===== src/rtl/vsb_pkg.sv =====
// Package: vsb_pkg
// Shared sideband type for the video-to-stream bridge.
// Assumes nothing beyond a single clock domain.
package vsb_pkg;

    // Sideband carried through the buffer with every pixel
    typedef struct packed {
        logic sof;   // first pixel of a field
        logic eol;   // last pixel of a line
        logic fld;   // field identifier of this pixel's field
    } beat_tag_t;

    localparam int TAG_W = $bits(beat_tag_t);

endpackage


===== src/rtl/vsb_framer.sv =====
// Module: vsb_framer
// Turns active video cycles into tagged pushes. Each pixel is held one
// cycle in a stage register, so that the fall of the active qualifier
// can mark the pixel as end of line. Start of frame is armed by
// vertical blanking or reset and fires on the next active pixel, which
// also captures the field bit for the field.
// Assumes vid_vblank is only high while vid_active is low.
module vsb_framer
    import vsb_pkg::*;
#(
    parameter int DW = 8
) (
    input  logic          clk,
    input  logic          rst_n,
    input  logic [DW-1:0] vid_data,
    input  logic          vid_active,
    input  logic          vid_vblank,
    input  logic          vid_field,
    output logic          push,
    output logic [DW-1:0] push_data,
    output beat_tag_t     push_tag
);

    logic          sof_pend;
    logic          fld_lat;
    logic          stg_vld;
    logic [DW-1:0] stg_data;
    logic          stg_sof;
    logic          stg_fld;

    // Control state: start-of-frame arming, field latch, stage valid
    always_ff @(posedge clk) begin
        if (!rst_n) begin
            sof_pend <= 1'b1;
            fld_lat  <= 1'b0;
            stg_vld  <= 1'b0;
            stg_sof  <= 1'b0;
            stg_fld  <= 1'b0;
        end else begin
            stg_vld <= vid_active;
            if (vid_active) begin
                stg_sof  <= sof_pend;
                stg_fld  <= sof_pend ? vid_field : fld_lat;
                if (sof_pend) begin
                    fld_lat <= vid_field;
                end
                sof_pend <= 1'b0;
            end else if (vid_vblank) begin
                sof_pend <= 1'b1;
            end
        end
    end

    // Pixel data stage, no reset needed
    always_ff @(posedge clk) begin
        if (vid_active) begin
            stg_data <= vid_data;
        end
    end

    // Push the staged pixel; end of line when the qualifier has dropped
    always_comb begin
        push         = stg_vld;
        push_data    = stg_data;
        push_tag.sof = stg_sof;
        push_tag.eol = !vid_active;
        push_tag.fld = stg_fld;
    end

endmodule


===== src/rtl/vsb_fifo.sv =====
// Module: vsb_fifo
// Synchronous first-word-fall-through FIFO. A write into a full FIFO is
// accepted only if a read happens in the same cycle. Otherwise it is
// dropped and reported on drop.
// Assumes DEPTH is a power of two.
module vsb_fifo #(
    parameter int W     = 11,
    parameter int DEPTH = 16
) (
    input  logic         clk,
    input  logic         rst_n,
    input  logic         wr_en,
    input  logic [W-1:0] wr_data,
    input  logic         rd_en,
    output logic [W-1:0] rd_data,
    output logic         empty,
    output logic         drop
);

    localparam int AW    = $clog2(DEPTH);
    localparam int CNT_W = AW + 1;

    logic [W-1:0]     mem [DEPTH];
    logic [AW-1:0]    wr_ptr;
    logic [AW-1:0]    rd_ptr;
    logic [CNT_W-1:0] count;
    logic             full;
    logic             do_wr;
    logic             do_rd;

    // Status and accepted operations
    always_comb begin
        empty   = (count == '0);
        full    = (count == CNT_W'(DEPTH));
        do_rd   = rd_en && !empty;
        do_wr   = wr_en && (!full || do_rd);
        drop    = wr_en && full && !do_rd;
        rd_data = mem[rd_ptr];
    end

    // Pointer and occupancy update
    always_ff @(posedge clk) begin
        if (!rst_n) begin
            wr_ptr <= '0;
            rd_ptr <= '0;
            count  <= '0;
        end else begin
            if (do_wr) begin
                wr_ptr <= wr_ptr + 1'b1;
            end
            if (do_rd) begin
                rd_ptr <= rd_ptr + 1'b1;
            end
            case ({do_wr, do_rd})
                2'b10:   count <= count + 1'b1;
                2'b01:   count <= count - 1'b1;
                default: count <= count;
            endcase
        end
    end

    // Storage write
    always_ff @(posedge clk) begin
        if (do_wr) begin
            mem[wr_ptr] <= wr_data;
        end
    end

endmodule


===== src/rtl/vsb_field_hold.sv =====
// Module: vsb_field_hold
// Re-times the field bit to the stream. A start-of-frame beat at the
// head shows its own field bit. Otherwise the value of the last
// accepted start-of-frame beat is shown.
// Assumes the head sideband is stable while it is not accepted.
module vsb_field_hold (
    input  logic clk,
    input  logic rst_n,
    input  logic head_valid,
    input  logic head_sof,
    input  logic head_fld,
    input  logic accept,
    output logic field_out
);

    logic held;

    // Remember the field of the last accepted start-of-frame beat
    always_ff @(posedge clk) begin
        if (!rst_n) begin
            held <= 1'b0;
        end else if (accept && head_sof) begin
            held <= head_fld;
        end
    end

    // Present the new field in the cycle its first beat is shown
    always_comb begin
        field_out = (head_valid && head_sof) ? head_fld : held;
    end

endmodule


===== src/rtl/vid_stream_bridge.sv =====
// Module: vid_stream_bridge
// Top of the video-to-stream bridge. Chains framer, buffer and field
// re-timer, and keeps the sticky overflow flag.
// Assumes one clock for video and stream, and DEPTH a power of two.
module vid_stream_bridge
    import vsb_pkg::*;
#(
    parameter int DW    = 8,
    parameter int DEPTH = 16
) (
    input  logic          clk,
    input  logic          rst_n,
    input  logic [DW-1:0] vid_data,
    input  logic          vid_active,
    input  logic          vid_vblank,
    input  logic          vid_field,
    output logic [DW-1:0] m_tdata,
    output logic          m_tvalid,
    input  logic          m_tready,
    output logic          m_tuser,
    output logic          m_tlast,
    output logic          m_field,
    output logic          ovf
);

    localparam int FW = DW + TAG_W;

    logic          push;
    logic [DW-1:0] push_data;
    beat_tag_t     push_tag;
    logic [FW-1:0] head;
    beat_tag_t     head_tag;
    logic          empty;
    logic          drop;
    logic          accept;

    vsb_framer #(.DW(DW)) u_framer (
        .clk        (clk),
        .rst_n      (rst_n),
        .vid_data   (vid_data),
        .vid_active (vid_active),
        .vid_vblank (vid_vblank),
        .vid_field  (vid_field),
        .push       (push),
        .push_data  (push_data),
        .push_tag   (push_tag)
    );

    vsb_fifo #(.W(FW), .DEPTH(DEPTH)) u_fifo (
        .clk     (clk),
        .rst_n   (rst_n),
        .wr_en   (push),
        .wr_data ({push_data, push_tag}),
        .rd_en   (accept),
        .rd_data (head),
        .empty   (empty),
        .drop    (drop)
    );

    // Unpack the head entry and form the handshake
    always_comb begin
        head_tag = head[TAG_W-1:0];
        m_tdata  = head[FW-1:TAG_W];
        m_tvalid = !empty;
        m_tuser  = head_tag.sof;
        m_tlast  = head_tag.eol;
        accept   = m_tvalid && m_tready;
    end

    vsb_field_hold u_field (
        .clk        (clk),
        .rst_n      (rst_n),
        .head_valid (m_tvalid),
        .head_sof   (head_tag.sof),
        .head_fld   (head_tag.fld),
        .accept     (accept),
        .field_out  (m_field)
    );

    // Sticky overflow flag
    always_ff @(posedge clk) begin
        if (!rst_n) begin
            ovf <= 1'b0;
        end else if (drop) begin
            ovf <= 1'b1;
        end
    end

endmodule


===== config.mk =====
export PLATFORM = sky130hd
export DESIGN_NAME = vid_stream_bridge
export DESIGN_NICKNAME = d
export VERILOG_FILES = /design/src/rtl/vsb_pkg.sv /design/src/rtl/vsb_framer.sv /design/src/rtl/vsb_fifo.sv /design/src/rtl/vsb_field_hold.sv /design/src/rtl/vid_stream_bridge.sv
export SDC_FILE = /design/constraint.sdc
export NUM_CORES = 1
export LEC_CHECK = 0
export BUFFER_PORTS_ARGS = -buffer_cell sky130_fd_sc_hd__buf_2
export CORE_MARGIN = 2
export CORE_UTILIZATION = 35
export CTS_CLUSTER_SIZE = 40
export DETAILED_ROUTE_END_ITERATION = 12
export PLACE_DENSITY_LB_ADDON = 0.2
export SLEW_MARGIN = 20
export SYNTH_ARGS = -nofsm -noshare
export SYNTH_HDL_FRONTEND = slang
export SYNTH_SLANG_ARGS = --single-unit

===== constraint.sdc =====
create_clock -name clk -period 3.1 [get_ports clk]
set_clock_uncertainty 0.2 [all_clocks]
set_input_delay 0.31 -clock clk [delete_from_list [all_inputs] [get_ports clk]]
set_output_delay 0.31 -clock clk [all_outputs]
set_load 0.05 [all_outputs]

==> impl_metrics.csv <==
group,metric,value,unit
yosys,synthTopCellsByArea,"edfxtp_1, mux4_2, dfxtp_1, mux4_1, ha_1",
yosys,synth_top_area_frac,0.681,
detailed_routing,dr.pass1.iters,4,
run_status,status,"completed",
timing,slew-limit-headroom,0.412,
power_and_ir_drop,p_comb_frac,0.215,
setup_path,start_kind,"flop",
detailed_routing,vias,3881,
setup_path,crit_path_end_kind,"primary output",
yosys,ys.flop_type,"edfxtp_1",
finish,multi_input_area,2000,sq um
clock_tree,cts_tree,"built",
yosys,avgSynthCellArea,20.2,sq um
finish,syn_to_final_growth,17.5,%
timing,drv_slew,0,
timing,finalCritPeriodShare,0.958,
timing,timing.fmax,0.337,GHz
timing,setup_tns,0,ns
finish,ff_latch_area,5990,sq um
yosys,synth_common_cells,"edfxtp_1, mux4_2, dfxtp_1",
clock_tree,cts-root-buf,"clkbuf_16",
clock_tree,insertion_delay,0.49,ns
setup_path,path_max_fanout,4,
die,dieArea,24400,sq um
die,fp.dieH,156,um
finish,nFillCells,2019,
clock_tree,cts_inserted_buffers,22,
power_and_ir_drop,leakage,3.13,nW
global_routing,grt_usage,0.140,
die,dieWidth,156,um
die,start_util,0.357,
global_routing,globalRoute.totalOverflow,0,
power_and_ir_drop,power_switching,0.00192,W
finish,layout-drive-gt1-share,0.282,
setup_path,crit_buf_inv,2,
global_routing,grt_first_pass_wirelength,25100,um
detailed_routing,drt_iter0_drc,240,
yosys,synth_cell_types,45,
global_routing,grt_start_max_net_pins,25,
clock_tree,cts_num_sinks,207,
setup_path,crit_path_cell_trace,"buf_12, mux4_2, a22oi_2, nand3_2, nand2_1, mux2_2, buf_2",
placed_design,portBuffers,26,
timing,hold_viol,0,
yosys,syn_nets,425,
hold_path,hold_path.class,"input pin to flop",
yosys,synth.yosys.seq_area_share,0.738,
power_and_ir_drop,p_clk_frac,0.341,
detailed_routing,wl,16400,um
placed_design,gp_congestion,0.732,
setup_path,crit_arrival,2.46,ns
setup_path,cp.required,2.59,ns
yosys,syn_area,8110,sq um
power_and_ir_drop,p_int,0.00534,W
yosys,synth_warnings,0,
die,io_pins,27,
placed_design,place_hpwl,9610,um
clock_tree,h-tree-depth,1,
timing,tightest_slew,0.883,ns
yosys,synth.most_common_cell,"edfxtp_1",
detailed_routing,drc,0,
setup_path,slowest_delay,0.52,ns
yosys,synthArstFlopShare,0,
timing,finalSetupViolCount,0,
yosys,synth_edf_count,184,
finish,n_antenna_cell,0,
power_and_ir_drop,switching_share,0.264,
global_routing,grt_pass1_vias,4085,
yosys,synth_top_area_cell,"edfxtp_1",
yosys,ys_ff_latch,207,
finish,nNetsFinal,490,
detailed_routing,wl_per_cell,21.4,um
timing,post-route-min-period,2.97,ns
die,coreArea,22700,sq um
detailed_routing,viasPerCell,5.05,
timing,rsz0062_at_grt,"no",
job,max_cap_viol_count,0,
yosys,synthCells,402,
setup_path,cpMaxStageDelayCell,"mux4_2",
setup_path,crit_type,"flop to primary output",
detailed_routing,postRouteAntennaNets,0,
power_and_ir_drop,p_per_area,762,nW/um^2
die,rows,55,
power_and_ir_drop,pwr-share-seq,0.444,
setup_path,cpLargestDelayFamily,"multiplexers",
power_and_ir_drop,peakVddDrop,0.469,mV
clock_tree,cts_buffer_depth,3,
power_and_ir_drop,p_total,0.00726,W
timing,hold_ws,0.0256,ns
clock_tree,clkSlewWorstSetupHoldPaths,0.06,ns
global_routing,grt_antenna_before_repair,0,
## cells in the final DEF, fill, tap and decap left out, types with 5 or more instances in the layout
master         instances
nor2_1                21
nand3_1                5
nand2_1               13
dfxtp_1               21
buf_2                 26
clkinv_2               5
xor2_1                 6
clkbuf_16             23
mux4_2                43
mux4_1                10
buf_4                 19
ha_1                   7
clkinv_1               5
edfxtp_1             184
clkbuf_1               7
dlygate4sd3_1         11
inv_1                  8
a21oi_1               10
## layout make-up
class | count | area share
well taps | 285 | 0.0374
multi-input cells | 166 | 0.210
repair buffers | 60 | 0.0486
clock buffers | 31 | 0.0646
inverters | 10 | 0.00407
flip-flops and latches | 207 | 0.629
clock inverters | 9 | 0.00683
## path summary, 6_finish.rpt
| path | from | endpoint | slack [ns] | cells after the start |
|---|---|---|---|---|
| worst min register to register | ovf$_SDFFE_PN0P_ | ovf$_SDFFE_PN0P_ | 0.26 | 2 |
| worst min-delay path | m_tready | ovf$_SDFFE_PN0P_ | 0.03 | 5 |
| worst max-delay path | flop | m_field | 0.13 | 7 |
| worst max register to register | u_fifo.count[0]$_SDFFE_PN0P_ | u_fifo.count[4]$_SDFFE_PN0P_ | 0.16 | 10 |
## power by group through the flow
stage	registers, W	clock network [W]	logic (W)
after detailed placement	0.00332	0	0.00147
after global routing	0.00324	0.00265	0.00167
final	0.00323	0.00248	0.00156
after CTS	0.00326	0.00254	0.00149
after floorplan	0.00324	0	0.00123
after global placement	0.00331	0	0.00145
## worst reg2reg max path: stages, from the launching register on
cell and delay (ns):
dfxtp_1 0.34, or4_4 0.57, o21a_1 0.23, ha_4 0.20, xor2_1 0.15, ha_2 0.20
nand2b_1 0.07, a21boi_0 0.08, o21a_1 0.19, or4_1 0.46, a21oi_1 0.15
## metrics by stage
step	setup slack [ns]	utilization	cell area, sq um	std cells
floorplan	0.00151	-	8120	402
global placement	0.121	0.382	8680	713
detailed placement	0.0295	0.382	8680	713
CTS	0.0333	0.417	9480	764
global route	0.0305	0.420	9530	768
finish	0.129	0.420	9530	768
## logic make-up (layout without fill, tap and decap cells)
group | after synthesis | count (layout) | share of synthesized area
multiplexers | 56 | 56 | 0.156
adder cells (fa/ha/maj) | 9 | 9 | 0.0139
XOR/XNOR | 9 | 9 | 0.00972
buffers and inverters | 29 | 110 | 0.0210
AND/OR/NAND/NOR | 68 | 68 | 0.0432
AO/OA/AOI/OAI | 24 | 24 | 0.0187
flip-flops | 207 | 207 | 0.738
## sequential cells by signal, indices dropped and copies added, names as in the netlist, 4 cells and up, named ones only
name / cells
u_fifo.mem: 176
u_framer.push_data: 8
u_fifo.count: 5
u_fifo.rd_ptr: 4
u_fifo.wr_ptr: 4
## what timing repair did
action | in CTS | in global routing
hold buffers | 11 | 0
buffers inserted | 0 | 4
endpoints found under the hold margin | 11 | 0
endpoints found under the setup margin | 11 | 4
gates resized for setup | 3 | 2
pin swaps | 0 | 1
## metal layers
| metal | track usage | wire length [um] |
|---|---|---|
| met1 | 0.195 | 7530 |
| met2 | 0.230 | 7940 |
| met3 | 0.0246 | 619 |
| met4 | 0.0345 | 310 |
| met5 | 0 | 0 |
(Power assumes the default switching activity.)
